<file path="config.mk">
export PLATFORM = sky130hd
export DESIGN_NAME = bus_tstate_seq
export DESIGN_NICKNAME = d
export VERILOG_FILES = /design/src/rtl/bus_seq_pkg.sv /design/src/rtl/seq_req_latch.sv /design/src/rtl/seq_tstate_fsm.sv /design/src/rtl/seq_bus_drive.sv /design/src/rtl/bus_tstate_seq.sv
export SDC_FILE = /design/constraint.sdc
export NUM_CORES = 1
export LEC_CHECK = 0
export BUFFER_PORTS_ARGS = -buffer_cell sky130_fd_sc_hd__clkbuf_2
export CORE_MARGIN = 2
export CORE_UTILIZATION = 30
export DETAILED_ROUTE_END_ITERATION = 16
export GPL_TIMING_DRIVEN = 0
export PLACE_DENSITY = 0.56
export SLEW_MARGIN = 5
export SYNTH_ARGS = -nofsm -noshare
export SYNTH_HDL_FRONTEND = slang
export SYNTH_SLANG_ARGS = --single-unit
</file>
<file path="constraint.sdc">
create_clock -name clk_i -period 4.4 [get_ports clk_i]
set_input_delay 0.88 -clock clk_i [delete_from_list [all_inputs] [get_ports clk_i]]
set_output_delay 0.88 -clock clk_i [all_outputs]
set_load 0.02 [all_outputs]
</file>
<file path="src/rtl/bus_seq_pkg.sv">
package bus_seq_pkg;
  typedef enum logic [2:0] {
    ST_IDLE = 3'd0,
    ST_T1   = 3'd1,
    ST_T2   = 3'd2,
    ST_TW   = 3'd3,
    ST_T3   = 3'd4,
    ST_T4   = 3'd5,
    ST_TI   = 3'd6
  } tstate_e;

  localparam logic [1:0] KIND_FETCH = 2'd0;
  localparam logic [1:0] KIND_WRITE = 2'd2;
endpackage

</file>
<file path="src/rtl/seq_req_latch.sv">
module seq_req_latch
  import bus_seq_pkg::*;
#(
  parameter int ADDR_W = 16,
  parameter int DATA_W = 8,
  parameter int IDLE_W = 3
) (
  input  logic              clk_i,
  input  logic              rst_ni,
  input  logic              accept_i,
  input  logic [1:0]        kind_i,
  input  logic [ADDR_W-1:0] addr_i,
  input  logic [DATA_W-1:0] wdata_i,
  input  logic [IDLE_W-1:0] idle_i,
  output logic              is_fetch_o,
  output logic              is_write_o,
  output logic [ADDR_W-1:0] addr_o,
  output logic [DATA_W-1:0] wdata_o,
  output logic [IDLE_W-1:0] idle_o
);
  always_ff @(posedge clk_i or negedge rst_ni) begin
    if (!rst_ni) begin
      is_fetch_o <= 1'b0;
      is_write_o <= 1'b0;
      addr_o     <= '0;
      wdata_o    <= '0;
      idle_o     <= '0;
    end else if (accept_i) begin
      is_fetch_o <= (kind_i == KIND_FETCH);
      is_write_o <= (kind_i == KIND_WRITE);
      addr_o     <= addr_i;
      wdata_o    <= wdata_i;
      idle_o     <= idle_i;
    end
  end
endmodule

</file>
<file path="src/rtl/seq_tstate_fsm.sv">
module seq_tstate_fsm
  import bus_seq_pkg::*;
#(
  parameter int IDLE_W = 3
) (
  input  logic              clk_i,
  input  logic              rst_ni,
  input  logic              req_i,
  input  logic              ready_i,
  input  logic              is_fetch_i,
  input  logic [IDLE_W-1:0] idle_len_i,
  output tstate_e           state_o,
  output logic              done_o,
  output logic              accept_o
);
  localparam logic [IDLE_W-1:0] CNT_ONE = IDLE_W'(1);

  tstate_e           st_q, st_d, st_end;
  logic [IDLE_W-1:0] cnt_q, cnt_d;
  logic              has_idle;

  assign has_idle = (idle_len_i != '0);

  always_comb begin
    done_o = 1'b0;
    unique case (st_q)
      ST_T3:   done_o = !is_fetch_i && !has_idle;
      ST_T4:   done_o = !has_idle;
      ST_TI:   done_o = (cnt_q == CNT_ONE);
      default: done_o = 1'b0;
    endcase
  end

  assign accept_o = req_i && ((st_q == ST_IDLE) || done_o);
  assign st_end   = accept_o ? ST_T1 : ST_IDLE;

  always_comb begin
    st_d  = st_q;
    cnt_d = cnt_q;
    unique case (st_q)
      ST_IDLE: st_d = st_end;
      ST_T1:   st_d = ST_T2;
      ST_T2,
      ST_TW:   st_d = ready_i ? ST_T3 : ST_TW;
      ST_T3: begin
        if (is_fetch_i)    st_d = ST_T4;
        else if (has_idle) begin st_d = ST_TI; cnt_d = idle_len_i; end
        else               st_d = st_end;
      end
      ST_T4: begin
        if (has_idle) begin st_d = ST_TI; cnt_d = idle_len_i; end
        else          st_d = st_end;
      end
      ST_TI: begin
        cnt_d = cnt_q - CNT_ONE;
        if (cnt_q == CNT_ONE) st_d = st_end;
      end
      default: st_d = ST_IDLE;
    endcase
  end

  always_ff @(posedge clk_i or negedge rst_ni) begin
    if (!rst_ni) begin
      st_q  <= ST_IDLE;
      cnt_q <= '0;
    end else begin
      st_q  <= st_d;
      cnt_q <= cnt_d;
    end
  end

  assign state_o = st_q;

  AST_WAIT_AFTER_T2: assert property (@(posedge clk_i) disable iff (!rst_ni)
    (st_q == ST_TW) |-> (($past(st_q) == ST_T2 || $past(st_q) == ST_TW) && !$past(ready_i)));
  AST_T3_ON_READY: assert property (@(posedge clk_i) disable iff (!rst_ni)
    (st_q == ST_T3) |-> $past(ready_i));
  AST_T4_FETCH_ONLY: assert property (@(posedge clk_i) disable iff (!rst_ni)
    (st_q == ST_T4) |-> ($past(st_q) == ST_T3 && is_fetch_i));
  AST_T1_FROM_ACCEPT: assert property (@(posedge clk_i) disable iff (!rst_ni)
    (st_q == ST_T1) |-> $past(accept_o));
  AST_DONE_ENDS: assert property (@(posedge clk_i) disable iff (!rst_ni)
    done_o |=> (st_q == ST_IDLE || st_q == ST_T1));
endmodule

</file>
<file path="src/rtl/seq_bus_drive.sv">
module seq_bus_drive
  import bus_seq_pkg::*;
#(
  parameter int ADDR_W = 16,
  parameter int DATA_W = 8
) (
  input  logic                     clk_i,
  input  logic                     rst_ni,
  input  tstate_e                  state_i,
  input  logic                     is_write_i,
  input  logic [ADDR_W-1:0]        addr_i,
  input  logic [DATA_W-1:0]        wdata_i,
  input  logic [DATA_W-1:0]        ad_i,
  output logic [DATA_W-1:0]        ad_o,
  output logic                     ad_oe_o,
  output logic [ADDR_W-DATA_W-1:0] a_hi_o,
  output logic                     ale_o,
  output logic                     rd_no,
  output logic                     wr_no,
  output logic [DATA_W-1:0]        rdata_o
);
  logic xfer;

  always_comb begin
    xfer    = (state_i == ST_T2) || (state_i == ST_TW) || (state_i == ST_T3);
    ale_o   = (state_i == ST_T1);
    rd_no   = !(xfer && !is_write_i);
    wr_no   = !(xfer && is_write_i);
    ad_oe_o = (state_i == ST_T1) || (xfer && is_write_i);
    ad_o    = (state_i == ST_T1) ? addr_i[DATA_W-1:0] : wdata_i;
  end

  assign a_hi_o = addr_i[ADDR_W-1:DATA_W];

  // capture on the edge that closes T3
  always_ff @(posedge clk_i or negedge rst_ni) begin
    if (!rst_ni)                             rdata_o <= '0;
    else if (state_i == ST_T3 && !is_write_i) rdata_o <= ad_i;
  end

  AST_STROBE_EXCL: assert property (@(posedge clk_i) disable iff (!rst_ni)
    !(!rd_no && !wr_no));
  AST_ALE_QUIET: assert property (@(posedge clk_i) disable iff (!rst_ni)
    ale_o |-> (rd_no && wr_no));
  AST_IDLE_QUIET: assert property (@(posedge clk_i) disable iff (!rst_ni)
    (state_i == ST_TI) |-> (rd_no && wr_no && !ale_o && !ad_oe_o));
  AST_RDATA_HOLD: assert property (@(posedge clk_i) disable iff (!rst_ni)
    ($past(state_i) != ST_T3) |-> $stable(rdata_o));
endmodule

</file>
<file path="src/rtl/bus_tstate_seq.sv">
module bus_tstate_seq
  import bus_seq_pkg::*;
#(
  parameter int ADDR_W = 16,
  parameter int DATA_W = 8,
  parameter int IDLE_W = 3
) (
  input  logic                     clk_i,
  input  logic                     rst_ni,
  input  logic                     req_i,
  input  logic [1:0]               kind_i,
  input  logic [ADDR_W-1:0]        addr_i,
  input  logic [DATA_W-1:0]        wdata_i,
  input  logic [IDLE_W-1:0]        idle_cnt_i,
  input  logic                     ready_i,
  input  logic [DATA_W-1:0]        ad_i,
  output logic [DATA_W-1:0]        ad_o,
  output logic                     ad_oe_o,
  output logic [ADDR_W-DATA_W-1:0] a_hi_o,
  output logic                     ale_o,
  output logic                     rd_no,
  output logic                     wr_no,
  output logic [2:0]               state_o,
  output logic [DATA_W-1:0]        rdata_o,
  output logic                     done_o
);
  logic              accept, is_fetch, is_write;
  logic [ADDR_W-1:0] addr_q;
  logic [DATA_W-1:0] wdata_q;
  logic [IDLE_W-1:0] idle_q;
  tstate_e           st;

  seq_req_latch #(.ADDR_W(ADDR_W), .DATA_W(DATA_W), .IDLE_W(IDLE_W)) u_latch (
    .clk_i, .rst_ni, .accept_i(accept), .kind_i, .addr_i, .wdata_i, .idle_i(idle_cnt_i),
    .is_fetch_o(is_fetch), .is_write_o(is_write), .addr_o(addr_q), .wdata_o(wdata_q),
    .idle_o(idle_q)
  );

  seq_tstate_fsm #(.IDLE_W(IDLE_W)) u_fsm (
    .clk_i, .rst_ni, .req_i, .ready_i, .is_fetch_i(is_fetch), .idle_len_i(idle_q),
    .state_o(st), .done_o, .accept_o(accept)
  );

  seq_bus_drive #(.ADDR_W(ADDR_W), .DATA_W(DATA_W)) u_drive (
    .clk_i, .rst_ni, .state_i(st), .is_write_i(is_write), .addr_i(addr_q),
    .wdata_i(wdata_q), .ad_i, .ad_o, .ad_oe_o, .a_hi_o, .ale_o, .rd_no, .wr_no, .rdata_o
  );

  assign state_o = st;
endmodule

</file>
# After elaboration in Yosys (flattened, before gate mapping)
# Cells that the tools add are included.
totals:
  regBits: 43
  word_cells: 50
  inputBits: 41
  output_inout_bits: 32
op_classes:
  reduce_logical: 20
  muxes: 11
  add_sub_neg: 1
  eq_ne: 10
ops:
  columns: ["operator", "n"]
  rows:
  - ["3-bit 2-to-1 mux", 6]
  - ["3-bit case mux with 6 select lines", 1]
  - ["3-bit equality test (second input constant)", 3]
  - ["3-bit case mux with 3 select lines", 1]
  - ["8-bit 2-to-1 mux", 1]
  - ["3-bit by 1-bit equality test with 1-bit output (second input constant)", 2]
  - ["3-bit by 2-bit equality test with 1-bit output (second input constant)", 2]
  - ["3-bit nonzero test", 2]
  - ["1-bit logical AND", 5]
  - ["1-bit logical NOT", 5]
  - ["1-bit logical OR", 4]
  - ["3-bit logical NOT", 1]
  - ["1-bit case mux with 3 select lines", 1]
  - ["3-bit by 1-bit subtractor with 3-bit output (second input constant)", 1]
  - ["2-bit equality test (second input constant)", 1]
  - ["2-bit logical NOT", 1]
  - ["2-bit by 1-bit != test with 1-bit output (second input constant)", 1]
  - ["2-bit != test (second input constant)", 1]
  - ["2-bit AND reduction", 1]
  - ["2-bit OR reduction", 1]
  - ["1-bit 2-to-1 mux", 1]

# Depth between registers and ports, before layout
# Gate-level depths: netlist (run 1).
depth:
  ltp_word: 10
  mapped_depth: 6
  depth_no_buf: 6

# Hierarchy
# From an unflattened synthesis (run 1), not the netlist that was laid out.
hier_totals:
  hier_cells: 159
  hier_area_um2: 2169.6
by_module_without_submodules:
  columns: ["mod", "area_each_um2", "instances", "cells_per_inst"]
  rows:
  - ["seq_req_latch", 1199.9, 1, 64]
  - ["seq_bus_drive", 521.8, 1, 41]
  - ["seq_tstate_fsm", 447.9, 1, 54]

# Worst setup path before layout (run 1)
# Ideal clock, no wire load.
synth_timing:
  path_kind: "flip-flop to output port"
  startpoint: "register u_fsm.st_q[1] (netlist: u_fsm.state_o[1])"
  endpoint: "output ad_oe_o"
  path_buffers: 1
  t_arrival_ns: 1.729
  path_stages_with_launch: 6
  setup_slack_ns: 1.791
  t_required_ns: 3.520
  cell_sequence: "dfrtp_1 > buf_2 > or3b_2 > nand2_1 > nand2_1 > o21ai_0"
synth_via:
  elab_chain_cells: 5
synth_lines:
  columns: ["element", "line_no", "source"]
  rows:
  - ["start, declared", "seq_tstate_fsm.sv:18", "tstate_e st_q, st_d, st_end;"]
  - ["start signal, assigned", "seq_tstate_fsm.sv:67", "st_q <= st_d;"]
  - ["3-bit by 2-bit equality test with 1-bit output", "seq_bus_drive.sv:25", "xfer = (state_i == ST_T2) || (state_i == ST_TW) || (state_i == ST_T3);"]
  - ["1-bit logical OR (2 in series)", "seq_bus_drive.sv:25", null]
  - ["1-bit logical AND", "seq_bus_drive.sv:29", "ad_oe_o = (state_i == ST_T1) || (xfer && is_write_i);"]
  - ["1-bit logical OR *", "seq_bus_drive.sv:29", null]
  - ["end, declared", "bus_tstate_seq.sv:18", "output logic ad_oe_o,"]
# Mark *: on every way between the ends. The rest lies on a longest branch, timed or not.

# Final worst setup path (run 1)
layout_timing:
  startpoint: "register u_fsm.st_q[1] (netlist: u_fsm.state_o[1])"
  endpoint: "output ad_o[6]"
layout_via:
  elab_chain_cells: 2
layout_lines:
  columns: ["element", "line_no", "source"]
  rows:
  - ["3-bit by 1-bit equality test with 1-bit output", "seq_bus_drive.sv:30", "ad_o = (state_i == ST_T1) ? addr_i[DATA_W-1:0] : wdata_i;"]
  - ["8-bit 2-to-1 mux", "seq_bus_drive.sv:30", null]
  - ["end, declared", "bus_tstate_seq.sv:17", "output logic [DATA_W-1:0] ad_o,"]
# Every way passes these cells.

==> impl_metrics.csv, run 1 <==
group,metric,value,unit
flow_run,drv_cap,0,
clock_tree,cts_tree,"built",
status,status,"complete, no violations",
sta,fin_tns_setup,0,ps
yosys,synth_top_area_share,49.8,%
setup_path,rrSetupSlack,2620,ps
setup_path,crit_arrival,2080,ps
placed_design,gp_congestion,0.744,
route,drcViolationCount,0,
pwr,p_sw_share,38.5,%
sta,grt_setup_unrepaired,"no",
grt,grt_pass1_wl,6800,µm
placed_design,dp_hpwl,3130,µm
placed_design,io_buffers,72,
sta,post-route-min-period,2960,ps
route,finalWirelength,4250,µm
min_path,whs_path_depth,1,
floorplan,num_rows,30,
floorplan,io_pins,73,
yosys,synth_top_family_by_area,"multiplexers",
clock_tree,cts_sinks,43,
min_path,worstHoldPathType,"flip-flop to flip-flop",
yosys,yosysUniqueCellTypes,31,
pwr,peakVddDrop,0.253,mV
min_path,worstHoldStart,"u_drive.rdata_o[1]",
layout,final_cell_mix,"clkbuf_2, dfrtp_1, mux2_4",
grt,track_usage,11.4,%
route,drt_iter0_markers,26,
yosys,synth_compound_area_share,4.98,%
clock_tree,cts_buffers,5,
pwr,pwr-share-comb,55.0,%
floorplan,die_x,88.9,µm
yosys,synth_xor_area_share,0,%
sta,fmax,338,MHz
clock_tree,postCtsSetupRepairBufs,0,
grt,grt_pass1_vias,1429,
clock_tree,clk-insertion-delay-late,300,ps
route,drt-pass1-iter-count,4,
layout,n_antenna_cell,0,
setup_path,crit-reg2reg-launch,"u_latch.idle_o[1]",
setup_path,endpoint_kind,"output port",
setup_path,rr_worst_depth,5,
yosys,synth_top_area_cell,"dfrtp_1",
sta,setup_ws,1440,ps
route,ant_nets,0,
yosys,syn_area,2160,µm²
yosys,synth_nets,200,
floorplan,die_area,7900,µm²
yosys,synthSimpleGateAreaFrac,9.43,%
clock_tree,cts_max_path_buffers,2,
route,avgRoutedWirePerCell,12.8,µm
yosys,synth-seq-cells,43,
sta,slew_headroom,28.4,%
clock_tree,path_clk_slew,80,ps
layout,drive_gt1_share,61.2,%
grt,grt_overflow,0,
sta,hold_viol,0,
yosys,yosys-top-cells-area,"dfrtp_1, mux2_4, mux2_2, buf_4, buf_6",
sta,worst_slew_pin_slew,1070,ps
layout,final_common_cell,"clkbuf_2",
clock_tree,post_cts_resized,0,
route,vias,1451,
sta,drv_slew,0,
route,vias_per_cell,4.36,
grt,grt_max_degree,44,
yosys,synth_cells,157,
layout,syn_to_final_growth,26.2,%
setup_path,regToRegEndpoint,"u_latch.idle_o[2]",
pwr,power_density,799,nW/µm²
clock_tree,h-tree-depth,2,
layout,fin_nets,279,
min_path,hold-path-endpoint,"u_drive.rdata_o[1]",
yosys,yosys_warnings,0,
grt,antenna_found_initial,0,
clock_tree,cts-root-buf,"clkbuf_8",
pwr,p_int,1.34,mW
setup_path,criticalPathCategory,"flip-flop to output port",
setup_path,path_max_fanout,10,
setup_path,critPathRequiredTime,3520,ps
yosys,synth_fa_ha_area_share,1.16,%
yosys,syn_area_per_cell,13.8,µm²
floorplan,core_area,6870,µm²
layout,fillers,687,
pwr,clkPwrFrac,11.4,%
placed_design,dp_slack,1710,ps
floorplan,initial_utilization,31.5,%
sta,setup_violations,0,
clock_tree,hold_buffers,0,
pwr,p_seq_share,33.6,%
yosys,synth_mux_area_share,29.0,%
sta,fin_skew,6.18,ps
pwr,p_sw,0.838,mW
floorplan,chipHeight,88.9,µm
setup_path,crit_path_start_kind,"flip-flop",
yosys,synth-seq-area-share,49.8,%
pwr,leakage,1.35,nW
sta,fin_crit_sh,67.2,%
[metrics by stage]
step | std cells | cell area (µm²) | power, mW | hold slack (ps) | utilization [%]
after global placement | 325 | 2640 | 1.95 | 489 | 38.5
after CTS | 333 | 2730 | 2.22 | 514 | 39.7
final | 333 | 2730 | 2.18 | 510 | 39.7
after floorplan | 157 | 2160 | 1.65 | 476 | -
after detailed placement | 325 | 2640 | 1.96 | 489 | 38.5
after global routing | 333 | 2730 | 2.33 | 522 | 39.7
[synth_stat cells (all sizes together)]
cell / count
nor3: 3
nor3b: 1
mux2: 46
o21ai: 6
dfrtp: 43
nor2: 6
o221ai: 2
ha: 2
and3b: 1
nor2b: 5
a311o: 1
buf: 13
nor4b: 1
inv: 5
nand2b: 5
nand3b: 1
a21oi: 2
or3b: 1
a32o: 1
or3: 1
o31a: 1
nand2: 7
o21a: 1
o22ai: 2
[critical path, stage by stage (launching register included)]
cell      delay [ps]
dfrtp_1          380
buf_2            180
nand2b_1         210
nor2_2           450
mux2_2           390
clkbuf_2         160
[cells by family after synthesis]
family                     count (synthesis)
muxes                                     46
and+or+nand+nor                           32
DFF                                       43
buffers and inverters                     18
adders and majority gates                  2
AOI/OAI and AO/OA                         16
[final cells by class]
| class | count | area [µm²] | area share [%] |
|---|---|---|---|
| Buffer | 13 | 104 | 3.81 |
| Clock buffer | 6 | 72.6 | 2.66 |
| Clock inverter | 2 | 12.5 | 0.459 |
| Inverter | 5 | 18.8 | 0.688 |
| Multi-Input combinational cell | 96 | 963 | 35.3 |
| Sequential cell | 43 | 1080 | 39.4 |
| Tap cell | 96 | 120 | 4.40 |
| Timing Repair Buffer | 72 | 360 | 13.2 |
[metal layers]
metal	up-vias	track usage, %	part of all wire (%)
met3	6	3.60	6.8
met4	0	4.96	1.9
met2	55	17.1	44
li1	700	-	-
met5	-	0	0
met1	690	15.3	47
[how the worst max path moves through the flow]
stage               cells after the start             start  endpoint  slack, ps
finish                                  5  u_fsm.state_o[1]   ad_o[6]       1440
global route                            5  u_fsm.state_o[1]   ad_o[5]       1320
CTS                                     5  u_fsm.state_o[1]   ad_o[7]       1380
detailed placement                      5  u_fsm.state_o[1]   ad_o[7]       1710
global placement                        5  u_fsm.state_o[1]   ad_o[5]       1710
floorplan                               5  u_fsm.state_o[1]   ad_oe_o       1790
[power groups by stage]
stage	Combinational [mW]	Sequential, mW	Clock (mW)
floorplan	0.882	0.767	0
global placement	1.21	0.735	0
detailed placement	1.22	0.735	0
CTS	1.22	0.734	0.263
global route	1.30	0.761	0.275
finish	1.20	0.733	0.248
[registers in the layout, summed over array words and instances, names as in the netlist]
name,flops
u_latch.addr_o,16
u_drive.rdata_o,8
u_latch.wdata_o,8
u_fsm.cnt_q,3
u_fsm.state_o,3
u_latch.idle_o,3
u_latch.is_fetch_o,1
u_latch.is_write_o,1
(Power assumes the default switching activity.)
==> run 2: changes to the inputs <==
Settings changed: PLACE_DENSITY 0.56 to 0.58.
Clock period 4.4 ns to 2.38 ns, I/O delays scaled along.
==> run 2 against run 1 <==
Compared with the run above: clock power rose to 2.7 times the previous value; cell count rose by 0.30%; via count fell by 0.76%; sequential cell count did not move; critical path depth rose by 1; sequential power rose by 84%; die area did not move; utilization rose by 1.2 points; critical path type unchanged; critical endpoint is now ad_o[5]; largest cell class unchanged.
==> impl_metrics.csv, run 2 (same netlist as run 1, synthesis figures left out) <==
group,metric,value,unit
status,status,"complete, no violations",
pwr,pwr-share-comb,53.0,%
grt,grt_max_degree,44,
sta,fmax,438,MHz
layout,n_antenna_cell,0,
layout,regMostFlops,"u_latch.addr_o",
layout,fillers,681,
clock_tree,cts_sinks,43,
setup_path,critPathRequiredTime,1900,ps
route,vias,1440,
route,drt-pass1-iter-count,3,
clock_tree,h-tree-depth,2,
pwr,peakVddDrop,0.730,mV
pwr,p_seq_share,31.4,%
layout,drive_gt1_share,61.8,%
flow_run,drv_cap,0,
placed_design,dp_hpwl,3040,µm
floorplan,die_area,7900,µm²
setup_path,path_max_fanout,10,
layout,final_cell_mix,"clkbuf_2, dfrtp_1, mux2_4",
layout,final_area,2810,µm²
sta,fin_crit_sh,96.0,%
sta,setup_violations,0,
setup_path,cpPeakStageDelay,380,ps
setup_path,crit_path_start_kind,"flip-flop",
placed_design,gp_congestion,0.782,
route,vias_per_cell,4.31,
grt,grt_pass1_vias,1356,
pwr,p_sw,1.57,mW
layout,final_common_cell,"clkbuf_2",
clock_tree,cts_max_path_buffers,2,
placed_design,placed_area,2640,µm²
sta,post-route-min-period,2280,ps
sta,slew_headroom,27.8,%
layout,multiInputGateArea,978,µm²
grt,antenna_found_initial,0,
clock_tree,cts-root-buf,"clkbuf_8",
route,drt_iter0_markers,35,
setup_path,critPathLaunch,"u_fsm.state_o[1]",
setup_path,criticalPathCategory,"flip-flop to output port",
sta,grt_setup_unrepaired,"no",
floorplan,chipHeight,88.9,µm
placed_design,io_buffers,72,
floorplan,num_rows,30,
layout,largest_register_ffs,16,
layout,top_regs,"u_latch.addr_o x16, u_drive.rdata_o x8, u_latch.wdata_o x8",
floorplan,initial_utilization,31.5,%
layout,fin_cells,334,
grt,track_usage,10.9,%
pwr,power_density,1530,nW/µm²
layout,syn_to_final_growth,30.1,%
sta,worst_slew_pin_slew,1080,ps
floorplan,core_area,6870,µm²
setup_path,cp_slowest_cell,"dfrtp_1",
setup_path,crit-reg2reg-launch,"u_fsm.state_o[0]",
clock_tree,cts_tree,"built",
setup_path,path_cells,"clkbuf_4, nand2b_4, nor2_4, buf_12, mux2_2, clkbuf_2",
sta,hold_viol,0,
setup_path,endpoint_kind,"output port",
route,drcViolationCount,0,
route,avgRoutedWirePerCell,12.7,µm
placed_design,placed_cells,325,
pwr,clkPwrFrac,15.6,%
floorplan,die_x,88.9,µm
grt,grt_pass1_wl,6530,µm
layout,seq_area,1080,µm²
route,ant_nets,0,
clock_tree,clk-insertion-delay-late,290,ps
setup_path,worst-path-buf-inv,3,
setup_path,crit_arrival,1810,ps
pwr,p_int,2.74,mW
setup_path,critical-path-top-delay-family,"buffers and inverters",
pwr,p_sw_share,36.4,%
pwr,leakage,1.39,nW
sta,fin_skew,8.89,ps
floorplan,io_pins,73,
grt,grt_overflow,0,
clock_tree,cts_buffers,5,
clock_tree,path_clk_slew,90,ps
sta,fin_tns_setup,0,ps
min_path,worstHoldPathType,"input pin to async pin",
sta,drv_slew,0,
layout,fin_nets,280,
route,finalWirelength,4250,µm
[run 2: area by class of cell]
class	count	area share, %
timing repair buffer	73	13.5
buffer	13	3.78
multi-input combinational	96	34.8
clock inverter	2	2.14
clock buffer	6	2.58
inverter	5	0.667
sequential	43	38.3
tap	96	4.27
[run 2: what timing repair did]
item / CTS / global route
setup endpoints to repair: 9 / 9
buffers inserted: 1 / 0
hold buffers: 0 / 0
pin swaps: 1 / 1
gates resized for setup: 3 / 3
[run 2: final timing paths]
kind	endpoint	slack, ps	cells past startpoint
min in group clk_i	u_latch.addr_o[12]	410	2
worst min register to register	u_drive.rdata_o[1]	510	1
max in group asynchronous	u_latch.addr_o[4]	1340	1
worst max-delay path	ad_o[5]	100	6
worst min-delay path	u_fsm.state_o[1]	360	1
worst max register to register	u_latch.addr_o[14]	540	5
[run 2: power groups by stage]
stage | Clock, mW | Combinational (mW) | Sequential (mW)
6_report | 0.672 | 2.28 | 1.35
5_1_grt | 0.724 | 2.46 | 1.41
4_1_cts | 0.703 | 2.30 | 1.36
3_5_place_dp | 0 | 2.25 | 1.36
3_3_place_gp | 0 | 2.23 | 1.36
2_1_floorplan | 0 | 1.63 | 1.42
[run 2: metal layers]
metal	global-route usage, %	share of wire [%]	vias up
met5	0	0	-
met3	3.32	7.7	5
met2	16.8	45	55
met1	14.7	46	675
met4	3.31	0.85	0
li1	-	-	705
[run 2: worst reg2reg max path, stage by stage, from the launching register on]
cell     delay (ps)
dfrtp_1         540
and3b_1         230
nor4b_2         200
a32o_2          220
buf_6           200
mux2_4          320
[run 2: metrics by stage]
stage               hold slack, ps  util (%)  setup WS, ps  total power [mW]
global route                   398      40.9          6.91              4.59
floorplan                      180         -           175              3.05
CTS                            398      40.8          15.5              4.36
global placement               489      38.5           110              3.59
detailed placement             489      38.5           111              3.61
finish                         365      40.9          95.6              4.31
==> run 3: changes to the inputs <==
Settings changed: PLACE_DENSITY 0.58 to unset.
==> run 3 against run 2 <==
Compared with the run above: design area decreased by 1.7%; register-to-register slack got worse by 30 ps; cell count unchanged; clock-buffer cell count unchanged; fmax increased by 0.72%; clock skew decreased by 4.2 ps; first-iteration DRC count increased by 46%; combinational power about the same; clock power decreased by 32%; global-route usage increased by 0.20 points; sequential power about the same; setup slack improved by 16 ps; largest cell class unchanged; highest routed layer unchanged.
==> impl_metrics.csv, run 3 (same netlist as run 1, synthesis figures left out) <==
group,metric,value,unit
status,status,"complete, no violations",
placed_design,placed_cells,325,
layout,drive_gt1_share,61.8,%
layout,fillers,691,
sta,hold_viol,0,
layout,n_antenna_cell,0,
clock_tree,cts_tree,"built",
layout,fin_nets,280,
setup_path,criticalPathCategory,"flip-flop to output port",
route,drcViolationCount,0,
grt,busiest_layer,"met2",
clock_tree,h-tree-depth,2,
floorplan,io_pins,73,
route,avgRoutedWirePerCell,12.8,µm
clock_tree,hold_buffers,0,
sta,drv_slew,0,
layout,top_regs,"u_latch.addr_o x16, u_drive.rdata_o x8, u_latch.wdata_o x8",
setup_path,crit-reg2reg-launch,"u_fsm.state_o[0]",
grt,antenna_found_initial,0,
route,vias,1468,
sta,slew_headroom,30.1,%
setup_path,crit_path_start_kind,"flip-flop",
clock_tree,cts_buffers,5,
min_path,worstHoldPathType,"input pin to async pin",
setup_path,critPathRequiredTime,1900,ps
layout,largest_register_ffs,16,
layout,syn_to_final_growth,27.9,%
sta,setup_violations,0,
layout,regMostFlops,"u_latch.addr_o",
floorplan,die_area,7900,µm²
setup_path,crit_arrival,1790,ps
sta,fin_tns_setup,0,ps
floorplan,num_rows,30,
layout,final_common_cell,"clkbuf_2",
route,drt-pass1-iter-count,4,
clock_tree,cts_sinks,43,
placed_design,gp_congestion,0.724,
floorplan,core_area,6870,µm²
sta,whs,355,ps
sta,fin_skew,4.72,ps
setup_path,endpoint_kind,"output port",
flow_run,drv_cap,0,
sta,fin_crit_sh,95.3,%
grt,grt_pass1_vias,1361,
layout,final_cell_mix,"clkbuf_2, dfrtp_1, mux2_4",
sta,post-route-min-period,2270,ps
grt,track_usage,11.1,%
clock_tree,clk-insertion-delay-late,290,ps
grt,use_met2,16.5,%
pwr,power_density,1490,nW/µm²
grt,grt_max_degree,44,
grt,met1_usage,15.6,%
sta,grt_setup_unrepaired,"no",
clock_tree,cts-root-buf,"clkbuf_8",
placed_design,dp_hpwl,3170,µm
setup_path,critPathLaunch,"u_fsm.state_o[1]",
floorplan,die_x,88.9,µm
grt,grt_pass1_wl,6740,µm
route,finalWirelength,4260,µm
clock_tree,cts_max_path_buffers,2,
route,drt_iter0_markers,51,
sta,fmax,441,MHz
placed_design,io_buffers,72,
floorplan,chipHeight,88.9,µm
setup_path,path_max_fanout,10,
clock_tree,path_clk_slew,80,ps
pwr,peakVddDrop,0.590,mV
grt,grt_overflow,0,
route,vias_per_cell,4.40,
pwr,leakage,1.36,nW
layout,fin_util,40.3,%
grt,grt_use_met3,3.60,%
layout,fin_cells,334,
sta,worst_slew_pin_slew,1050,ps
route,ant_nets,0,
floorplan,initial_utilization,31.5,%
[run 3: cell count changes in the layout (fill, tap and decap cells not counted), sizes merged]
cell      delta
bufinv       -2
clkinv       +1
clkinvlp     +1
[run 3: power breakdown]
group / switching, mW / internal, mW
sequential: 0.257 / 1.11
clock: 0.250 / 0.205
combinational: 1.07 / 1.22
[run 3: final cells by class]
type	instances	area, µm²	share of cell area [%]
tap	96	120	4.34
timing repair buffer	73	380	13.8
sequential	43	1080	38.9
inverter	5	18.8	0.679
clock buffer	6	72.6	2.62
buffer	13	106	3.85
clock inverter	2	12.5	0.452
multi-input combinational	96	978	35.4
[run 3: path summary, 6_finish.rpt]
path	to	slack, ps	cells after the start
hold reg to reg	u_fsm.cnt_q[1]	510	1
max in group asynchronous	u_fsm.cnt_q[0]	1370	1
hold / removal	u_drive.rdata_o[2]	350	1
setup reg to reg	u_latch.addr_o[14]	510	5
min in group clk_i	u_drive.rdata_o[4]	410	2
setup / recovery	ad_o[5]	110	6
[run 3: layer usage]
metal | up-vias | share of wire [%]
met2 | 54 | 46
met3 | 4 | 7.7
met1 | 704 | 45
met4 | 0 | 0.56
met5 | - | 0
li1 | 706 | -
[run 3: timing repair]
item                                    4_1_cts  5_1_grt
pin swaps                                     1        0
gates resized for setup                       3        3
setup buffers                                 1        0
endpoints found under the setup margin        9        8
[run 3: metrics by stage]
| step | area, µm² | power [mW] | worst slack, ps |
|---|---|---|---|
| 2_1_floorplan | 2160 | 3.05 | 175 |
| 3_3_place_gp | 2640 | 3.59 | 129 |
| 3_5_place_dp | 2640 | 3.63 | 114 |
| 4_1_cts | 2760 | 4.15 | 6.30 |
| 5_1_grt | 2770 | 4.39 | 21.1 |
| 6_report | 2770 | 4.11 | 112 |
[run 3: critical path, cell delays in order, from the launching register on]
cell	delay, ps
dfrtp_1	390
buf_4	180
nand2b_4	170
nor2_4	140
buf_12	140
mux2_2	340
clkbuf_2	160
